$ cat config.mk
export PLATFORM = sky130hd
export DESIGN_NAME = vic_ctrl
export DESIGN_NICKNAME = d
export VERILOG_FILES = /design/src/rtl/vic_pkg.sv /design/src/rtl/vic_slot_arb.sv /design/src/rtl/vic_nest_stack.sv /design/src/rtl/vic_ctrl.sv
export SDC_FILE = /design/constraint.sdc
export NUM_CORES = 2
export LEC_CHECK = 0
export BUFFER_PORTS_ARGS = -buffer_cell sky130_fd_sc_hd__clkbuf_2
export CAP_MARGIN = 25
export CORE_AREA = 5 5 301 303
export DETAILED_ROUTE_END_ITERATION = 7
export DIE_AREA = 0 0 306 308
export PLACE_DENSITY_LB_ADDON = 0.05
export SKIP_CTS_REPAIR_TIMING = 1
export SLEW_MARGIN = 20
export SYNTH_ARGS = -nofsm -noshare
export SYNTH_HDL_FRONTEND = slang
export SYNTH_SLANG_ARGS = --single-unit
$ cat constraint.sdc
create_clock -name clk -period 5.7 [get_ports clk]
set_input_delay 1.14 -clock clk [delete_from_list [all_inputs] [get_ports clk]]
set_output_delay 1.14 -clock clk [all_outputs]
set_load 0.02 [all_outputs]
$ cat src/rtl/vic_pkg.sv
package vic_pkg;
    localparam int AW = 12;
    localparam int DW = 32;

    localparam logic [AW-1:0] OFF_RAW      = 12'h000;
    localparam logic [AW-1:0] OFF_NSTAT    = 12'h004;
    localparam logic [AW-1:0] OFF_FSTAT    = 12'h008;
    localparam logic [AW-1:0] OFF_SELECT   = 12'h00C;
    localparam logic [AW-1:0] OFF_EN_SET   = 12'h010;
    localparam logic [AW-1:0] OFF_EN_CLR   = 12'h014;
    localparam logic [AW-1:0] OFF_SOFT_SET = 12'h018;
    localparam logic [AW-1:0] OFF_SOFT_CLR = 12'h01C;
    localparam logic [AW-1:0] OFF_VADDR    = 12'h020;
    localparam logic [AW-1:0] OFF_DVEC     = 12'h024;

    localparam logic [3:0] BANK_VEC = 4'h1;
    localparam logic [3:0] BANK_CTL = 4'h2;
    localparam logic [7:0] BANK_ID  = 8'hFE;

    localparam logic [31:0] PART_ID = 32'h0004_1190;
endpackage

$ cat src/rtl/vic_slot_arb.sv
module vic_slot_arb #(
    parameter int NSRC  = 32,
    parameter int NSLOT = 16,
    parameter int SW    = $clog2(NSRC),
    parameter int LW    = $clog2(NSLOT + 1)
) (
    input  logic [NSRC-1:0]          norm_pend,
    input  logic [NSLOT-1:0]         slot_on,
    input  logic [NSLOT-1:0][SW-1:0] slot_src,
    input  logic [NSLOT:0]           nest,
    output logic                     win_valid,
    output logic [LW-1:0]            win_lvl
);
    localparam int NLVL = NSLOT + 1;

    logic [NLVL-1:0] lvl_req;
    logic [NLVL-1:0] open_lvl;
    logic [NLVL-1:0] elig;
    logic [NSRC-1:0] covered;

    genvar gi;
    generate
        for (gi = 0; gi < NSLOT; gi++) begin : g_hit
            assign lvl_req[gi] = slot_on[gi] & norm_pend[slot_src[gi]];
        end
        assign open_lvl[0] = ~nest[0];
        for (gi = 1; gi < NLVL; gi++) begin : g_open
            assign open_lvl[gi] = open_lvl[gi-1] & ~nest[gi];
        end
    endgenerate

    always_comb begin
        covered = '0;
        for (int i = 0; i < NSLOT; i++) begin
            if (slot_on[i]) covered[slot_src[i]] = 1'b1;
        end
    end

    assign lvl_req[NSLOT] = |(norm_pend & ~covered);
    assign elig           = lvl_req & open_lvl;

    always_comb begin
        win_valid = |elig;
        win_lvl   = '0;
        for (int j = NLVL - 1; j >= 0; j--) begin
            if (elig[j]) win_lvl = LW'(j);
        end
    end
endmodule

$ cat src/rtl/vic_nest_stack.sv
module vic_nest_stack #(
    parameter int NLVL = 17,
    parameter int LW   = $clog2(NLVL)
) (
    input  logic            clk,
    input  logic            rst_n,
    input  logic            push,
    input  logic [LW-1:0]   push_lvl,
    input  logic            pop,
    output logic [NLVL-1:0] nest
);
    // One bit per rank; the lowest set bit is the rank most recently entered,
    // because only a strictly higher rank can ever be pushed on top.
    always_ff @(posedge clk or negedge rst_n) begin
        if (!rst_n) begin
            nest <= '0;
        end else if (pop) begin
            nest <= nest & (nest - NLVL'(1));
        end else if (push) begin
            nest[push_lvl] <= 1'b1;
        end
    end
endmodule

$ cat src/rtl/vic_ctrl.sv
module vic_ctrl
    import vic_pkg::*;
#(
    parameter int NSRC  = 32,
    parameter int NSLOT = 16
) (
    input  logic            clk,
    input  logic            rst_n,
    input  logic [NSRC-1:0] irq_lines,
    input  logic            bus_sel,
    input  logic            bus_wr,
    input  logic [AW-1:0]   bus_addr,
    input  logic [DW-1:0]   bus_wdata,
    output logic [DW-1:0]   bus_rdata,
    output logic            irq_normal,
    output logic            irq_fast
);
    localparam int SW   = $clog2(NSRC);
    localparam int SLW  = $clog2(NSLOT);
    localparam int NLVL = NSLOT + 1;
    localparam int LW   = $clog2(NLVL + 1);

    logic [NSRC-1:0]          en_q, soft_q, sel_q;
    logic [DW-1:0]            dvec_q;
    logic [NSLOT-1:0]         slot_on;
    logic [NSLOT-1:0][SW-1:0] slot_src;
    logic [NSLOT-1:0][DW-1:0] slot_vec;
    logic [NLVL-1:0]          nest_q;

    logic [NSRC-1:0] raw, norm_pend, fast_pend;
    logic            wr_cyc, rd_cyc, vec_rd, vec_wr;
    logic            in_vec_bank, in_ctl_bank, slot_ok;
    logic [SLW-1:0]  slot_sel;
    logic            win_valid;
    logic [LW-1:0]   win_lvl;
    logic [DW-1:0]   cur_vec;

    assign raw       = irq_lines | soft_q;
    assign norm_pend = raw & en_q & ~sel_q;
    assign fast_pend = raw & en_q & sel_q;

    assign wr_cyc      = bus_sel & bus_wr;
    assign rd_cyc      = bus_sel & ~bus_wr;
    assign vec_rd      = rd_cyc & (bus_addr == OFF_VADDR);
    assign vec_wr      = wr_cyc & (bus_addr == OFF_VADDR);
    assign in_vec_bank = (bus_addr[11:8] == BANK_VEC);
    assign in_ctl_bank = (bus_addr[11:8] == BANK_CTL);
    assign slot_ok     = (32'(bus_addr[7:2]) < NSLOT);
    assign slot_sel    = bus_addr[2 +: SLW];

    always_ff @(posedge clk or negedge rst_n) begin
        if (!rst_n) begin
            en_q   <= '0;
            soft_q <= '0;
            sel_q  <= '0;
            dvec_q <= '0;
        end else if (wr_cyc) begin
            case (bus_addr)
                OFF_SELECT:   sel_q  <= bus_wdata[NSRC-1:0];
                OFF_EN_SET:   en_q   <= en_q | bus_wdata[NSRC-1:0];
                OFF_EN_CLR:   en_q   <= en_q & ~bus_wdata[NSRC-1:0];
                OFF_SOFT_SET: soft_q <= soft_q | bus_wdata[NSRC-1:0];
                OFF_SOFT_CLR: soft_q <= soft_q & ~bus_wdata[NSRC-1:0];
                OFF_DVEC:     dvec_q <= bus_wdata;
                default:      ;
            endcase
        end
    end

    genvar gs;
    generate
        for (gs = 0; gs < NSLOT; gs++) begin : g_slot
            always_ff @(posedge clk or negedge rst_n) begin
                if (!rst_n) begin
                    slot_on[gs]  <= 1'b0;
                    slot_src[gs] <= '0;
                    slot_vec[gs] <= '0;
                end else if (wr_cyc && slot_ok && slot_sel == SLW'(gs)) begin
                    if (in_ctl_bank) begin
                        slot_on[gs]  <= bus_wdata[SW];
                        slot_src[gs] <= bus_wdata[SW-1:0];
                    end
                    if (in_vec_bank) slot_vec[gs] <= bus_wdata;
                end
            end
        end
    endgenerate

    vic_slot_arb #(.NSRC(NSRC), .NSLOT(NSLOT), .SW(SW), .LW(LW)) u_arb (
        .norm_pend (norm_pend),
        .slot_on   (slot_on),
        .slot_src  (slot_src),
        .nest      (nest_q),
        .win_valid (win_valid),
        .win_lvl   (win_lvl)
    );

    vic_nest_stack #(.NLVL(NLVL), .LW(LW)) u_nest (
        .clk      (clk),
        .rst_n    (rst_n),
        .push     (vec_rd & win_valid),
        .push_lvl (win_lvl),
        .pop      (vec_wr),
        .nest     (nest_q)
    );

    always_comb begin
        if (!win_valid || win_lvl == LW'(NSLOT)) cur_vec = dvec_q;
        else                                     cur_vec = slot_vec[win_lvl[SLW-1:0]];
    end

    always_comb begin
        bus_rdata = '0;
        case (bus_addr)
            OFF_RAW:      bus_rdata[NSRC-1:0] = raw;
            OFF_NSTAT:    bus_rdata[NSRC-1:0] = norm_pend;
            OFF_FSTAT:    bus_rdata[NSRC-1:0] = fast_pend;
            OFF_SELECT:   bus_rdata[NSRC-1:0] = sel_q;
            OFF_EN_SET:   bus_rdata[NSRC-1:0] = en_q;
            OFF_SOFT_SET: bus_rdata[NSRC-1:0] = soft_q;
            OFF_VADDR:    bus_rdata           = cur_vec;
            OFF_DVEC:     bus_rdata           = dvec_q;
            default: begin
                if (in_ctl_bank && slot_ok)
                    bus_rdata[SW:0] = {slot_on[slot_sel], slot_src[slot_sel]};
                else if (in_vec_bank && slot_ok)
                    bus_rdata = slot_vec[slot_sel];
                else if (bus_addr[11:4] == BANK_ID)
                    bus_rdata[7:0] = PART_ID[8*bus_addr[3:2] +: 8];
            end
        endcase
    end

    assign irq_normal = win_valid;
    assign irq_fast   = |fast_pend;
endmodule

==> results of run 1 <==
[through the flow]
| step | worst slack, ps | setup TNS (ps) | cell area, µm² | util (%) |
|---|---|---|---|---|
| 4_1_cts | -1740 | -48840 | 61800 | 70.4 |
| 3_5_place_dp | -1480 | -50980 | 58900 | 67.2 |
| 3_3_place_gp | -1460 | -47530 | 58900 | 67.2 |
| 2_1_floorplan | 4.22 | 0 | 50400 | - |
[metal layers]
layer  track usage [%]  overflow
met5              47.3         9
met1              83.3        23
met4              80.5       211
met2              93.8       272
met3              75.5        34
[cell usage after synthesis (11+ instances only)]
cell	n	area, µm²
dfrtp_1	753	18800
mux2_2	663	7470
nand2_1	479	1800
clkbuf_1	369	1390
mux4_2	253	5700
nor2_1	243	912
mux2i_1	199	1990
o22ai_1	165	1030
o21ai_0	164	821
nor3_1	137	686
nand3_1	134	671
a21oi_1	113	566
nand2b_1	86	538
buf_1	77	289
a31oi_1	72	450
nor4_1	66	413
nand4_1	59	369
inv_1	57	214
o21ai_1	50	250
a211oi_1	46	345
nand4b_1	42	368
a22oi_1	40	300
o211ai_1	40	300
or2_2	36	225
a2111oi_0	35	307
buf_2	34	170
a221oi_1	29	254
a32oi_1	26	228
o2111ai_1	25	219
o32ai_1	23	201
or3_1	21	131
o221ai_1	20	175
or4_1	20	150
nor2b_1	19	119
o22a_1	16	140
nor3b_1	14	105
nand3b_1	13	97.6
buf_4	12	90.1
o31ai_1	12	90.1
or4bb_1	11	124
[logic make-up after synthesis]
family	after synthesis	share of synthesized area (%)
AOI/OAI and AO/OA	992	13.5
buffers and inverters	554	4.34
DFF	753	37.5
muxes	1115	30.2
and+or+nand+nor	1444	14.5
==> results.cfg, run 1 <==
[place]
dp_hpwl_mm = 209
dp.cells = 6618
place.port_buffers = 113
gp_congestion = 1.24

[synth]
syn_inst = 4858
postSynth.asyncResetShare_pct = 100
yosysWarnings = 0
synthesis.nets = 4938
synth_flop_cell = dfrtp_1
avgSynthCellArea_um2 = 10.3
synth_cell_types = 94
synth_edf_count = 0
seq_area_frac_synth_pct = 37.5
ys_ff_latch = 753
syn_area_um2 = 50300

[run_status]
haltStage = 5_1_grt
firstError = [ERROR GRT-0232] Routing congestion too high. Check the congestion heatmap in the GUI.
status = aborted with a tool error

[clock_network]
clock-root-buffer = clkbuf_16
clock_path_buffers = 3
h-tree-depth = 3
cts_made_buffers = 80
clock_sinks = 753

[floorplan]
rows = 109
ios = 114
start_util_pct = 57.3
fp.dieW_um = 306
chipHeight_um = 308

[grt]
grt_max_degree = 137
grt_usage_pct = 83.2
grt_overflow_total = 549
==> run 2: changes to the inputs <==
--- a/config.mk
+++ b/config.mk
@@ -7,10 +7,10 @@
 export LEC_CHECK = 0
 export BUFFER_PORTS_ARGS = -buffer_cell sky130_fd_sc_hd__clkbuf_2
 export CAP_MARGIN = 25
-export CORE_AREA = 5 5 301 303
+export CORE_AREA = 5 5 361 363
 export DETAILED_ROUTE_END_ITERATION = 7
-export DIE_AREA = 0 0 306 308
-export PLACE_DENSITY_LB_ADDON = 0.05
+export DIE_AREA = 0 0 366 368
+export PLACE_DENSITY_LB_ADDON = 0.15
 export SKIP_CTS_REPAIR_TIMING = 1
 export SLEW_MARGIN = 20
 export SYNTH_ARGS = -nofsm -noshare
==> constraint.sdc (replaced) <==
create_clock -name clk -period 7.4 [get_ports clk]
set_input_delay 1.48 -clock clk [delete_from_list [all_inputs] [get_ports clk]]
set_output_delay 1.48 -clock clk [all_outputs]
set_load 0.02 [all_outputs]
==> results.cfg, run 2 <==
[final_layout]
finalNonFillerCells = 7045
largestRegisters = slot_vec x512, slot_src x80
multi_input_area_um2 = 30200
nFillCells = 11700
syn2layout_area_growth_pct = 21.9
fin_area_um2 = 61300
largest_register_ffs = 512
top_register = slot_vec
layout_common_cells = 748 x dfrtp_1, 663 x mux2_2, 618 x buf_4, 460 x nand2_1, 253 x mux4_2
seqCellArea_um2 = 18800
nets = 5342
final_common_cell = dfrtp_1
drive_gt1_share_pct = 39.5

[synth]
postSynth.asyncResetShare_pct = 100
seq_area_frac_synth_pct = 37.5
synth-xor-area-share_pct = 0
synth_area_leader_cell = dfrtp_1
synth_common_cells = 753 x dfrtp_1, 663 x mux2_2, 479 x nand2_1
yosysWarnings = 0
synth_top_family_by_area = multiplexers
yosys.area_share.simple_pct = 14.5
syn_inst = 4858
yosysMostFrequentCell = dfrtp_1
synthMuxAreaShare_pct = 30.2
synthTopCellsByArea = dfrtp_1 37%, mux2_2 15%, mux4_2 11%
synth_compound_area_share_pct = 13.5
synth_flop_cell = dfrtp_1
synth_edf_count = 0
syn_area_um2 = 50300
avgSynthCellArea_um2 = 10.3
yosysTopAreaCellShare_pct = 37.5
ys_ff_latch = 753
synth-adder-area-share_pct = 0
synth_cell_types = 94
synthesis.nets = 4938

[floorplan]
core-area_um2 = 127000
die-area_um2 = 135000
chipHeight_um = 368
fp.dieW_um = 366
rows = 131
start_util_pct = 39.7
ios = 114

[job]
cap_violations = 0

[power_and_ir_drop]
power_mw = 9.01
powerDensity_nw_per_um2 = 147
power_frac_clock_pct = 47.5
intPower_mw = 6.78
seqPwrFrac_pct = 46.5
power_switching_mw = 2.23
p_leak_nw = 25.6
comb_power_share_pct = 6.0
p_sw_share_pct = 24.8
peakVddDrop_v = 0.000194

[worst_setup_path]
worstPathRequired_ps = 5920
startpoint_type = primary input
end_kind = output pin
reg2reg_depth = 16
cp_max_fo = 6
endpoint = bus_rdata[1]
r2r-start = slot_src[48]
startpoint = irq_lines[5]
crit_arrival_ps = 5980
critical_path_class = primary input to output pin
reg2reg_to = u_nest.nest[16]
r2r_slack_ps = 1720

[clock_network]
clock_sinks = 753
cts_made_buffers = 83
clock_path_buffers = 3
clock-root-buffer = clkbuf_16
clkLatencyLatePin_ps = 690
h-tree-depth = 3
path_clk_slew_ps = 60
cts_tree = built

[routing]
routed_wl_mm = 317
wl_per_cell_um = 45.0
drc = 0
num_vias = 50500
via_per_inst = 7.17
drtIter0Drc = 6783
antenna_violating_nets_post_route = 0
first_pass_iters = 6

[place]
gp_congestion = 1.15
dp_hpwl_mm = 224
dp.cells = 6795
place.port_buffers = 113
post_dp_cell_area_um2 = 56900

[sta]
layout_min_cycle_time_ps = 7460
rsz0062_at_grt = true
setup_viol = 6
worst-slew-pin-transition_ps = 1280
fin_skew_ps = 52.0
slew_violations = 0
fmax_mhz = 134
period_share_pct = 101
max_slew_margin_pct = 14.0
worst_slack_ps = -59.5
finalHoldViolCount = 0
tns_ps = -112

[run_status]
status = finished with violations
violations = setup timing

[grt]
grt_overflow_total = 0
antenna_found_initial = 73
grt_usage_pct = 47.0
grt_max_degree = 161
first_global_vias = 48100
grt_pass1_wl_mm = 436

[worst_hold_path]
hold_class = flop to flop
## run 2: how the worst min path moves through the flow
stage / startpoint / cells after the start / endpoint
after floorplan: u_nest.nest[16] / 1 / u_nest.nest[16]
after global placement: u_nest.nest[16] / 1 / u_nest.nest[16]
after detailed placement: u_nest.nest[16] / 1 / u_nest.nest[16]
after CTS: u_nest.nest[16] / 1 / u_nest.nest[16]
after global routing: u_nest.nest[16] / 1 / u_nest.nest[16]
final: u_nest.nest[16] / 1 / u_nest.nest[16]
## run 2: per-layer routing
layer | track usage [%] | routed length, µm | share of wire (%)
met2 | 66.1 | 134000 | 42
met4 | 42.0 | 36400 | 11
met3 | 23.0 | 36200 | 11
met1 | 51.9 | 110000 | 35
met5 | 5.31 | 767 | 0.24
## run 2: final cells by class
type                    instances  area share, %
multi-input cells            3551           49.3
flip-flops and latches        753           30.8
repair buffers                814           11.4
clock buffers                 119           3.92
well taps                    1662           3.39
clock inverters                30          0.590
inverters                      59          0.361
diodes                         57          0.233
## run 2: kinds of logic (layout without fill, tap and decap cells)
kind of cell,Yosys count,after routing
DFF,753,753
AOI/OAI and AO/OA,992,992
and+or+nand+nor,1444,1444
buffers and inverters,554,1022
muxes,1115,1115
other,0,57
## run 2: power by group through the flow
stage | clock [mW] | combinational, mW | sequential (mW)
finish | 4.28 | 0.539 | 4.19
detailed placement | 0 | 0.514 | 4.26
global placement | 0 | 0.513 | 4.26
floorplan | 0 | 0.235 | 4.24
global route | 4.50 | 0.566 | 4.19
CTS | 4.33 | 0.515 | 4.19
## run 2: worst max-delay path, stage by stage
cell       delay, ps
clkbuf_2         170
o21ai_4          220
buf_4            160
nand2b_1         160
buf_12           170
buf_4            190
mux2i_1          100
o221ai_1         240
a211o_1          270
o311ai_4         140
buf_4            200
or4_4            540
buf_4            200
a211oi_4         230
buf_4            190
clkbuf_16        140
nor2b_1           40
a211oi_1         230
a211oi_1          90
o21ai_1          380
nand3_2          220
clkbuf_2         210
## run 2: metrics by stage
stage	utilization (%)	hold slack [ps]	setup WS, ps
2_1_floorplan	-	461	661
3_3_place_gp	44.8	474	-914
3_5_place_dp	44.9	485	-598
4_1_cts	47.1	500	-616
5_1_grt	48.3	508	-34.3
6_report	48.4	507	-59.5
(Power assumes the default switching activity.)
